$ cat config.mk
export PLATFORM = sky130hd
export DESIGN_NAME = sdpd_ctrl
export DESIGN_NICKNAME = d
export VERILOG_FILES = /design/src/rtl/sdpd_pkg.sv /design/src/rtl/sdpd_idle_timer.sv /design/src/rtl/sdpd_phase_timer.sv /design/src/rtl/sdpd_refresh_flag.sv /design/src/rtl/sdpd_ctrl.sv
export SDC_FILE = /design/constraint.sdc
export NUM_CORES = 1
export LEC_CHECK = 0
export BUFFER_PORTS_ARGS = -buffer_cell sky130_fd_sc_hd__clkbuf_2
export CAP_MARGIN = 40
export CORE_MARGIN = 2
export CORE_UTILIZATION = 60
export CTS_CLUSTER_DIAMETER = 30
export DETAILED_ROUTE_END_ITERATION = 10
export PLACE_DENSITY = 0.84
export SYNTH_ARGS = -nofsm -noshare
export SYNTH_HDL_FRONTEND = slang
export SYNTH_SLANG_ARGS = --single-unit
$ cat constraint.sdc
create_clock -name clk -period 4.1 [get_ports clk]
set_clock_uncertainty 0.15 [all_clocks]
set_input_delay 0.615 -clock clk [delete_from_list [all_inputs] [get_ports clk]]
set_output_delay 0.615 -clock clk [all_outputs]
set_load 0.01 [all_outputs]
$ cat src/rtl/sdpd_pkg.sv
package sdpd_pkg;

    typedef enum logic [1:0] {
        PD_AWAKE = 2'd0,
        PD_DOWN  = 2'd1,
        PD_WAKE  = 2'd2
    } pd_state_e;

    typedef enum logic [1:0] {
        MEM_SDR   = 2'b00,
        MEM_LPSDR = 2'b01,
        MEM_LPDDR = 2'b10,
        MEM_DDR2  = 2'b11
    } mem_kind_e;

    localparam logic [1:0] LP_POWER_DOWN = 2'b10;

    // Idle cycles required before entry, per timeout field; 11 is reserved and acts as 00.
    function automatic int unsigned idle_limit(input logic [1:0] sel,
                                               input int unsigned short_wait,
                                               input int unsigned long_wait);
        case (sel)
            2'b01:   return short_wait;
            2'b10:   return long_wait;
            default: return 0;
        endcase
    endfunction

    // DDR-class parts must respect a minimum time in power-down.
    function automatic logic needs_min_hold(input mem_kind_e kind);
        return (kind == MEM_LPDDR) || (kind == MEM_DDR2);
    endfunction

endpackage

$ cat src/rtl/sdpd_idle_timer.sv
module sdpd_idle_timer #(
    parameter int LIM_W = 8
) (
    input  logic             clk,
    input  logic             rst,
    input  logic             armed,
    input  logic [LIM_W-1:0] limit,
    output logic             expired
);
    logic [LIM_W-1:0] count_q;

    assign expired = armed && (count_q == limit);

    always_ff @(posedge clk) begin
        if (rst || !armed) begin
            count_q <= '0;
        end else if (!expired) begin
            count_q <= count_q + 1'b1;
        end
    end
endmodule

$ cat src/rtl/sdpd_phase_timer.sv
module sdpd_phase_timer #(
    parameter int W = 9
) (
    input  logic         clk,
    input  logic         rst,
    input  logic         start,
    input  logic         run,
    output logic [W-1:0] count
);
    localparam logic [W-1:0] TOP = '1;

    always_ff @(posedge clk) begin
        if (rst) begin
            count <= '0;
        end else if (start) begin
            count <= W'(1);
        end else if (run && count != TOP) begin
            count <= count + 1'b1;
        end
    end
endmodule

$ cat src/rtl/sdpd_refresh_flag.sv
module sdpd_refresh_flag (
    input  logic clk,
    input  logic rst,
    input  logic strobe,
    input  logic served,
    output logic pending
);
    always_ff @(posedge clk) begin
        if (rst) begin
            pending <= 1'b0;
        end else begin
            pending <= strobe || (pending && !served);
        end
    end
endmodule

$ cat src/rtl/sdpd_ctrl.sv
module sdpd_ctrl
    import sdpd_pkg::*;
#(
    parameter int TIME_W     = 8,
    parameter int IDLE_SHORT = 64,
    parameter int IDLE_LONG  = 128
) (
    input  logic              clk,
    input  logic              rst,
    input  logic [1:0]        lp_mode,
    input  logic [1:0]        pd_timeout,
    input  logic [1:0]        mem_kind,
    input  logic [TIME_W-1:0] tcke_cycles,
    input  logic [TIME_W-1:0] txp_cycles,
    input  logic              dev_busy,
    input  logic              access_req,
    input  logic              refresh_due,
    output logic              cke,
    output logic              nop_force,
    output logic              access_ok,
    output logic              refresh_go
);
    localparam int LIM_W = $clog2(IDLE_LONG + 1);
    localparam int CNT_W = TIME_W + 1;

    pd_state_e        state_q, state_d;
    mem_kind_e        kind;
    logic             enabled, quiet, armed, expired, wake_cause, hold_ok;
    logic             pend, enter_down, enter_wake, wake_done;
    logic [LIM_W-1:0] limit;
    logic [CNT_W-1:0] hold_cnt, nop_cnt, exit_len;

    assign kind       = mem_kind_e'(mem_kind);
    assign enabled    = (lp_mode == LP_POWER_DOWN);
    assign quiet      = enabled && !dev_busy && !access_req;
    assign armed      = (state_q == PD_AWAKE) && quiet && !pend;
    assign limit      = LIM_W'(idle_limit(pd_timeout, IDLE_SHORT, IDLE_LONG));
    assign wake_cause = access_req || refresh_due || pend || !enabled;
    assign hold_ok    = !needs_min_hold(kind) || (hold_cnt >= {1'b0, tcke_cycles});
    assign exit_len   = (kind == MEM_LPDDR && txp_cycles != '0) ? {1'b0, txp_cycles}
                                                                : CNT_W'(1);
    assign wake_done  = (nop_cnt >= exit_len);

    sdpd_idle_timer #(.LIM_W(LIM_W)) u_idle (
        .clk     (clk),
        .rst     (rst),
        .armed   (armed),
        .limit   (limit),
        .expired (expired)
    );

    sdpd_phase_timer #(.W(CNT_W)) u_hold (
        .clk   (clk),
        .rst   (rst),
        .start (enter_down),
        .run   (state_q == PD_DOWN),
        .count (hold_cnt)
    );

    sdpd_phase_timer #(.W(CNT_W)) u_exit (
        .clk   (clk),
        .rst   (rst),
        .start (enter_wake),
        .run   (state_q == PD_WAKE),
        .count (nop_cnt)
    );

    sdpd_refresh_flag u_ref (
        .clk     (clk),
        .rst     (rst),
        .strobe  (refresh_due),
        .served  (refresh_go),
        .pending (pend)
    );

    always_comb begin
        state_d    = state_q;
        enter_down = 1'b0;
        enter_wake = 1'b0;
        unique case (state_q)
            PD_AWAKE: if (expired) begin
                state_d    = PD_DOWN;
                enter_down = 1'b1;
            end
            PD_DOWN: if (wake_cause && hold_ok) begin
                state_d    = PD_WAKE;
                enter_wake = 1'b1;
            end
            PD_WAKE: if (wake_done) begin
                state_d = PD_AWAKE;
            end
            default: state_d = PD_AWAKE;
        endcase
    end

    always_ff @(posedge clk) begin
        if (rst) begin
            state_q <= PD_AWAKE;
        end else begin
            state_q <= state_d;
        end
    end

    assign cke        = (state_q != PD_DOWN);
    assign nop_force  = (state_q == PD_WAKE);
    assign access_ok  = (state_q == PD_AWAKE);
    assign refresh_go = (state_q == PD_AWAKE) && pend;

endmodule

=== Word level (Yosys, flattened, before mapping) ===
Cells that the tools add are included.

* Register bits: 29
* Input bits: 27
* Output and inout bits: 4

* Equality and inequality tests: 14
* $lt $le $gt $ge: 2
* Add/subtract/negate cells: 3
* Muxes and demuxes: 14
* Reduce and logical (&&, ||, !) cells: 32

{| class="wikitable"
|+ Operator list
! operator !! count
|-
| adder 9 x 1 -> 9 bit (second input constant) || 2
|-
| >= comparator 9 x 8 -> 1 bit || 2
|-
| inequality test 9 bit (second input constant) || 2
|-
| case mux 8 bit (2 select lines) || 1
|-
| logical AND 1 bit || 11
|-
| equality test 2 bit (second input constant) || 5
|-
| adder 8 x 1 -> 8 bit (second input constant) || 1
|-
| equality test 8 bit || 1
|-
| two-way mux 1 bit || 8
|-
| two-way mux 8 bit || 1
|-
| nonzero test 8 bit || 1
|-
| zero test 1 bit || 7
|-
| logical OR 1 bit || 7
|-
| two-way mux 2 bit || 3
|-
| case mux 2 bit (3 select lines) || 1
|-
| equality test 2 x 1 -> 1 bit (second input constant) || 2
|-
| inequality test 2 x 1 -> 1 bit (second input constant) || 2
|-
| inequality test 2 bit (second input constant) || 2
|-
| nonzero test 2 bit || 2
|-
| OR reduction 2 bit || 2
|-
| AND reduction 3 bit || 1
|-
| zero test 2 bit || 1
|}

=== Logic depth before layout (Yosys ltp) ===
* Depth in word-level cells: 9
* Depth in mapped cells: 9
* Mapped depth without buffers: 9

=== Modules after synthesis ===
From an unflattened synthesis, not the netlist that was laid out.

* Cell total of the unflattened synthesis: 263
* Area total of the unflattened synthesis: 2095.8 um^2

{| class="wikitable"
|+ Modules (own cells, without submodules)
! module !! area each (um^2) !! instances !! cells an instance !! sequential area each (um^2)
|-
| sdpd_phase_timer || 429.2 || 2 || 48 || 180.2
|-
| sdpd_idle_timer || 624.3 || 1 || 83 || 160.2
|-
| sdpd_ctrl || 574.3 || 1 || 80 || 40.0
|-
| sdpd_refresh_flag || 38.8 || 1 || 4 || 20.0
|}

=== Worst setup path after synthesis ===
OpenSTA, ideal clock, no wires.

* Path kind: input -> register
* From: input port tcke_cycles[7]
* To: register u_exit.count[1]
* Path slack: 1.881 ns
* Stages: 7
* Required time: 3.884 ns
* Arrival: 2.003 ns
* Path buffers: 0
* Path through: inv_1 ha_1 or3b_2 a211o_1 a21oi_1 o21bai_1 nor2_1

* Longest elaborated chain between the ends: 6

{| class="wikitable"
|+ Ends and longest elaborated chain
! what !! RTL line !! RTL
|-
| from (decl) || sdpd_ctrl.sv:13 || <nowiki>input logic [TIME_W-1:0] tcke_cycles,</nowiki>
|-
| >= comparator 9 x 8 -> 1 bit || sdpd_ctrl.sv:39 || <nowiki>assign hold_ok = !needs_min_hold(kind) || (hold_cnt >= {1'b0, tcke_cycles});</nowiki>
|-
| logical OR 1 bit || sdpd_ctrl.sv:39 ||
|-
| logical AND 1 bit || sdpd_ctrl.sv:85 || <nowiki>PD_DOWN: if (wake_cause && hold_ok) begin</nowiki>
|-
| two-way mux 1 bit || sdpd_ctrl.sv:85 ||
|-
| two-way mux 1 bit || sdpd_ctrl.sv:80 || <nowiki>unique case (state_q)</nowiki>
|-
| OR reduction 2 bit (no line) || n/a ||
|-
| to (signal assigned) || sdpd_phase_timer.sv:18 || <nowiki>count <= count + 1'b1;</nowiki>
|-
| to (decl) || sdpd_phase_timer.sv:8 || <nowiki>output logic [W-1:0] count</nowiki>
|}

No other way between the ends.
A chain may end at the register's enable or synchronous reset.

=== Worst setup path after layout ===
* From: register u_exit.count[0]
* To: register u_exit.count[5]

* Longest elaborated chain between the ends: 2

{| class="wikitable"
|+ Ends and longest elaborated chain
! what
|-
| branches (longest 2 deep; another with adder 9 x 1 -> 9 bit)
|}

Several ways; the timed one is not identified.

==> metrics <==
critical path arrival=2380 ps; WL final=around 3700 um; async set-reset flop share out of synthesis=0%; kind of critical path=reg -> reg; Hold Slack=about 370 ps; drt initial violations=between 70 and 80; buffers added on ports=30; final setup TNS=0 ps; RePlAce Congestion=0.829; Worst setup SP type=flip-flop; post-synth top area share=between 30% and 40%; RSZ-0062 raised after global routing=false; post-route minimum period=roughly 2300 ps; Sink Count=29; grt total ovfl=0; most common library cells after synthesis=nor2_1, dfxtp_1, ha_1; post_cts resized=0; top-count cell post-synth=nor2_1; Max-slew headroom=61.3%; Least-Margin Pin Slew=slightly below 600 ps; Max VDD drop=0.000331 V; Antenna Violating Nets Remaining=0; vias per cell=~5.6; GRT busiest layer=met2; r2r setup slk=1780 ps; clk_lat worst skew=approximately 340 ps; via count=between 1500 and 2000; core footprint=~2800 um2; Ys Warns=0; share of cells above drive strength 1=a little under a fifth; CTS Root Cell=clkbuf_4; MaxCap Viol Count=0; Leak=about 0.00094 uW; Post-synth top flop=dfxtp_1; Post-Syn Instances=212; worst r2r path cells=9; largest net degree at the start of global routing=11; Final period util=around 57%; Top Ports=31; status=finished, violations left; die width=a little under 60 um; most area-hungry cell type in the Yosys netlist=dfxtp_1; Crit Path Max Fanout=7; critical hold path startpoint=u_ref.pending$_SDFF_PP0_; CTS tree=done; row count=19; Post-CTS Setup Inserts=0; met2 usage=between 40% and 50%; Worst Hold Class=reg -> reg; met1 usage=30.8%; Post-synth EDFFs=0; GRT Util Overall=24.7%; highest clock rate=roughly 430 MHz; clk slew on worst S/H paths=about 90 ps; final setup violation count=0; initial antenna violation count=0; mean routed wirelength per cell=~13 um; Final Max Slew Viols=0; register area share after synthesis=32.1%; Mean Syn Cell Area=approximately 8.5 um2; Seq cells post-synth=29; Final Hold Vio Count=0; first-pass GRT wire length=~6400 um; synthesis-to-layout area growth=14.9%; failing checks=design-rule violations; DRC Markers=2; Worst Setup SP=u_exit.count[0]$_SDFFE_PP0P_; Initial Utilization=about 65%; htree depth=2; GRT met3 Usage=5.93%; CTS Buf Count=5; Unique masters post-synth=a little over 40; WP data required=around 4200 ps; synth top area cells=dfxtp_1, ha_1, nor2_1; Die Area=between 3000 and 4000 um2; Worst Setup End Kind=flip-flop; chip height=58.9 um; worst hold stages=2; PwrDens=~310 nW/um2; Nets=~300; Reg-to-Reg Start=u_exit.count[0]$_SDFFE_PP0P_; HPWL Detailed=2810 um; final antenna diode count=0; net count after synthesis=about 260; Pre-antenna DRT Iters=7; Synth Cell Area=around 1800 um2; hold buffers post-CTS=0; vias in the first global route=1475; clk buf depth=2
report_power, final:
part           internal [uW]  switching, uW
combinational           27.3           29.0
clock                    189            108
sequential               283           1.65
layer usage:
metal / part of all wire (%) / up-vias
li1: - / 797
met1: 46 / 724
met2: 46 / 39
met3: 6.2 / 8
met4: 1.9 / 0
met5: 0 / -
cells in the final DEF (no fill, tap or decap), drive strengths merged, types with 4 or more instances in the layout:
cell type | Yosys | final
inv | 13 | 13
nand2b | 4 | 4
nand3 | 6 | 6
nor2 | 36 | 36
xor2 | 12 | 12
o21ai | 5 | 5
a21oi | 6 | 6
mux2i | 5 | 5
clkbuf | 1 | 35
nand2 | 17 | 17
nand4 | 8 | 8
xnor2 | 9 | 9
dfxtp | 29 | 29
ha | 22 | 22
layout make-up:
cell class | instances | area [um2]
Clock buffer | 5 | 37.5
Fill cell | 211 | 726
Sequential cell | 29 | 581
Inverter | 13 | 48.8
Multi-Input combinational cell | 167 | 1160
Timing Repair Buffer | 30 | 150
Clock inverter | 3 | 65.1
Tap cell | 31 | 38.8
state kept, by name, indices dropped and copies added, names as in the netlist:
signal          flops
u_idle.count_q      8
u_hold.count        9
state_q             2
u_ref.pending       1
u_exit.count        9
path summary, 6_finish.rpt:
check / to
hold / removal: u_ref.pending$_SDFF_PP0_
setup reg to reg: u_exit.count[5]$_SDFFE_PP0P_
hold reg to reg: u_ref.pending$_SDFF_PP0_
setup / recovery: u_exit.count[5]$_SDFFE_PP0P_
worst max-delay path: stages, from the launching register on:
cell	delay [ps]
dfxtp_1	370
ha_1	270
nand3_1	100
nor2_1	40
ha_1	180
nor3b_2	480
nand4_1	260
nor2_1	170
xnor2_1	130
nor2_1	50
per-stage QoR:
step	cells	setup WS, ps	power (uW)	utilization (%)	instance area, um2
4_1_cts	278	1780	643	74.1	2080
3_3_place_gp	270	1620	344	70.5	1980
5_1_grt	278	1560	665	74.1	2080
6_report	278	1780	638	74.1	2080
2_1_floorplan	212	1880	325	-	1810
3_5_place_dp	270	1580	346	70.5	1980
cell families (layout without fill, tap and decap cells):
kind of cell               Yosys count  after routing  share of synthesized area, %
and+or+nand+nor                     94             94                          26.3
DFF                                 29             29                          32.1
AOI/OAI and AO/OA                   25             25                          9.61
adders and majority gates           22             22                          15.2
xor gates and xnor gates            21             21                          10.2
buffers and inverters               16             51                          3.94
muxes                                5              5                          2.76
Note: power is estimated with default switching activity, not from simulation.
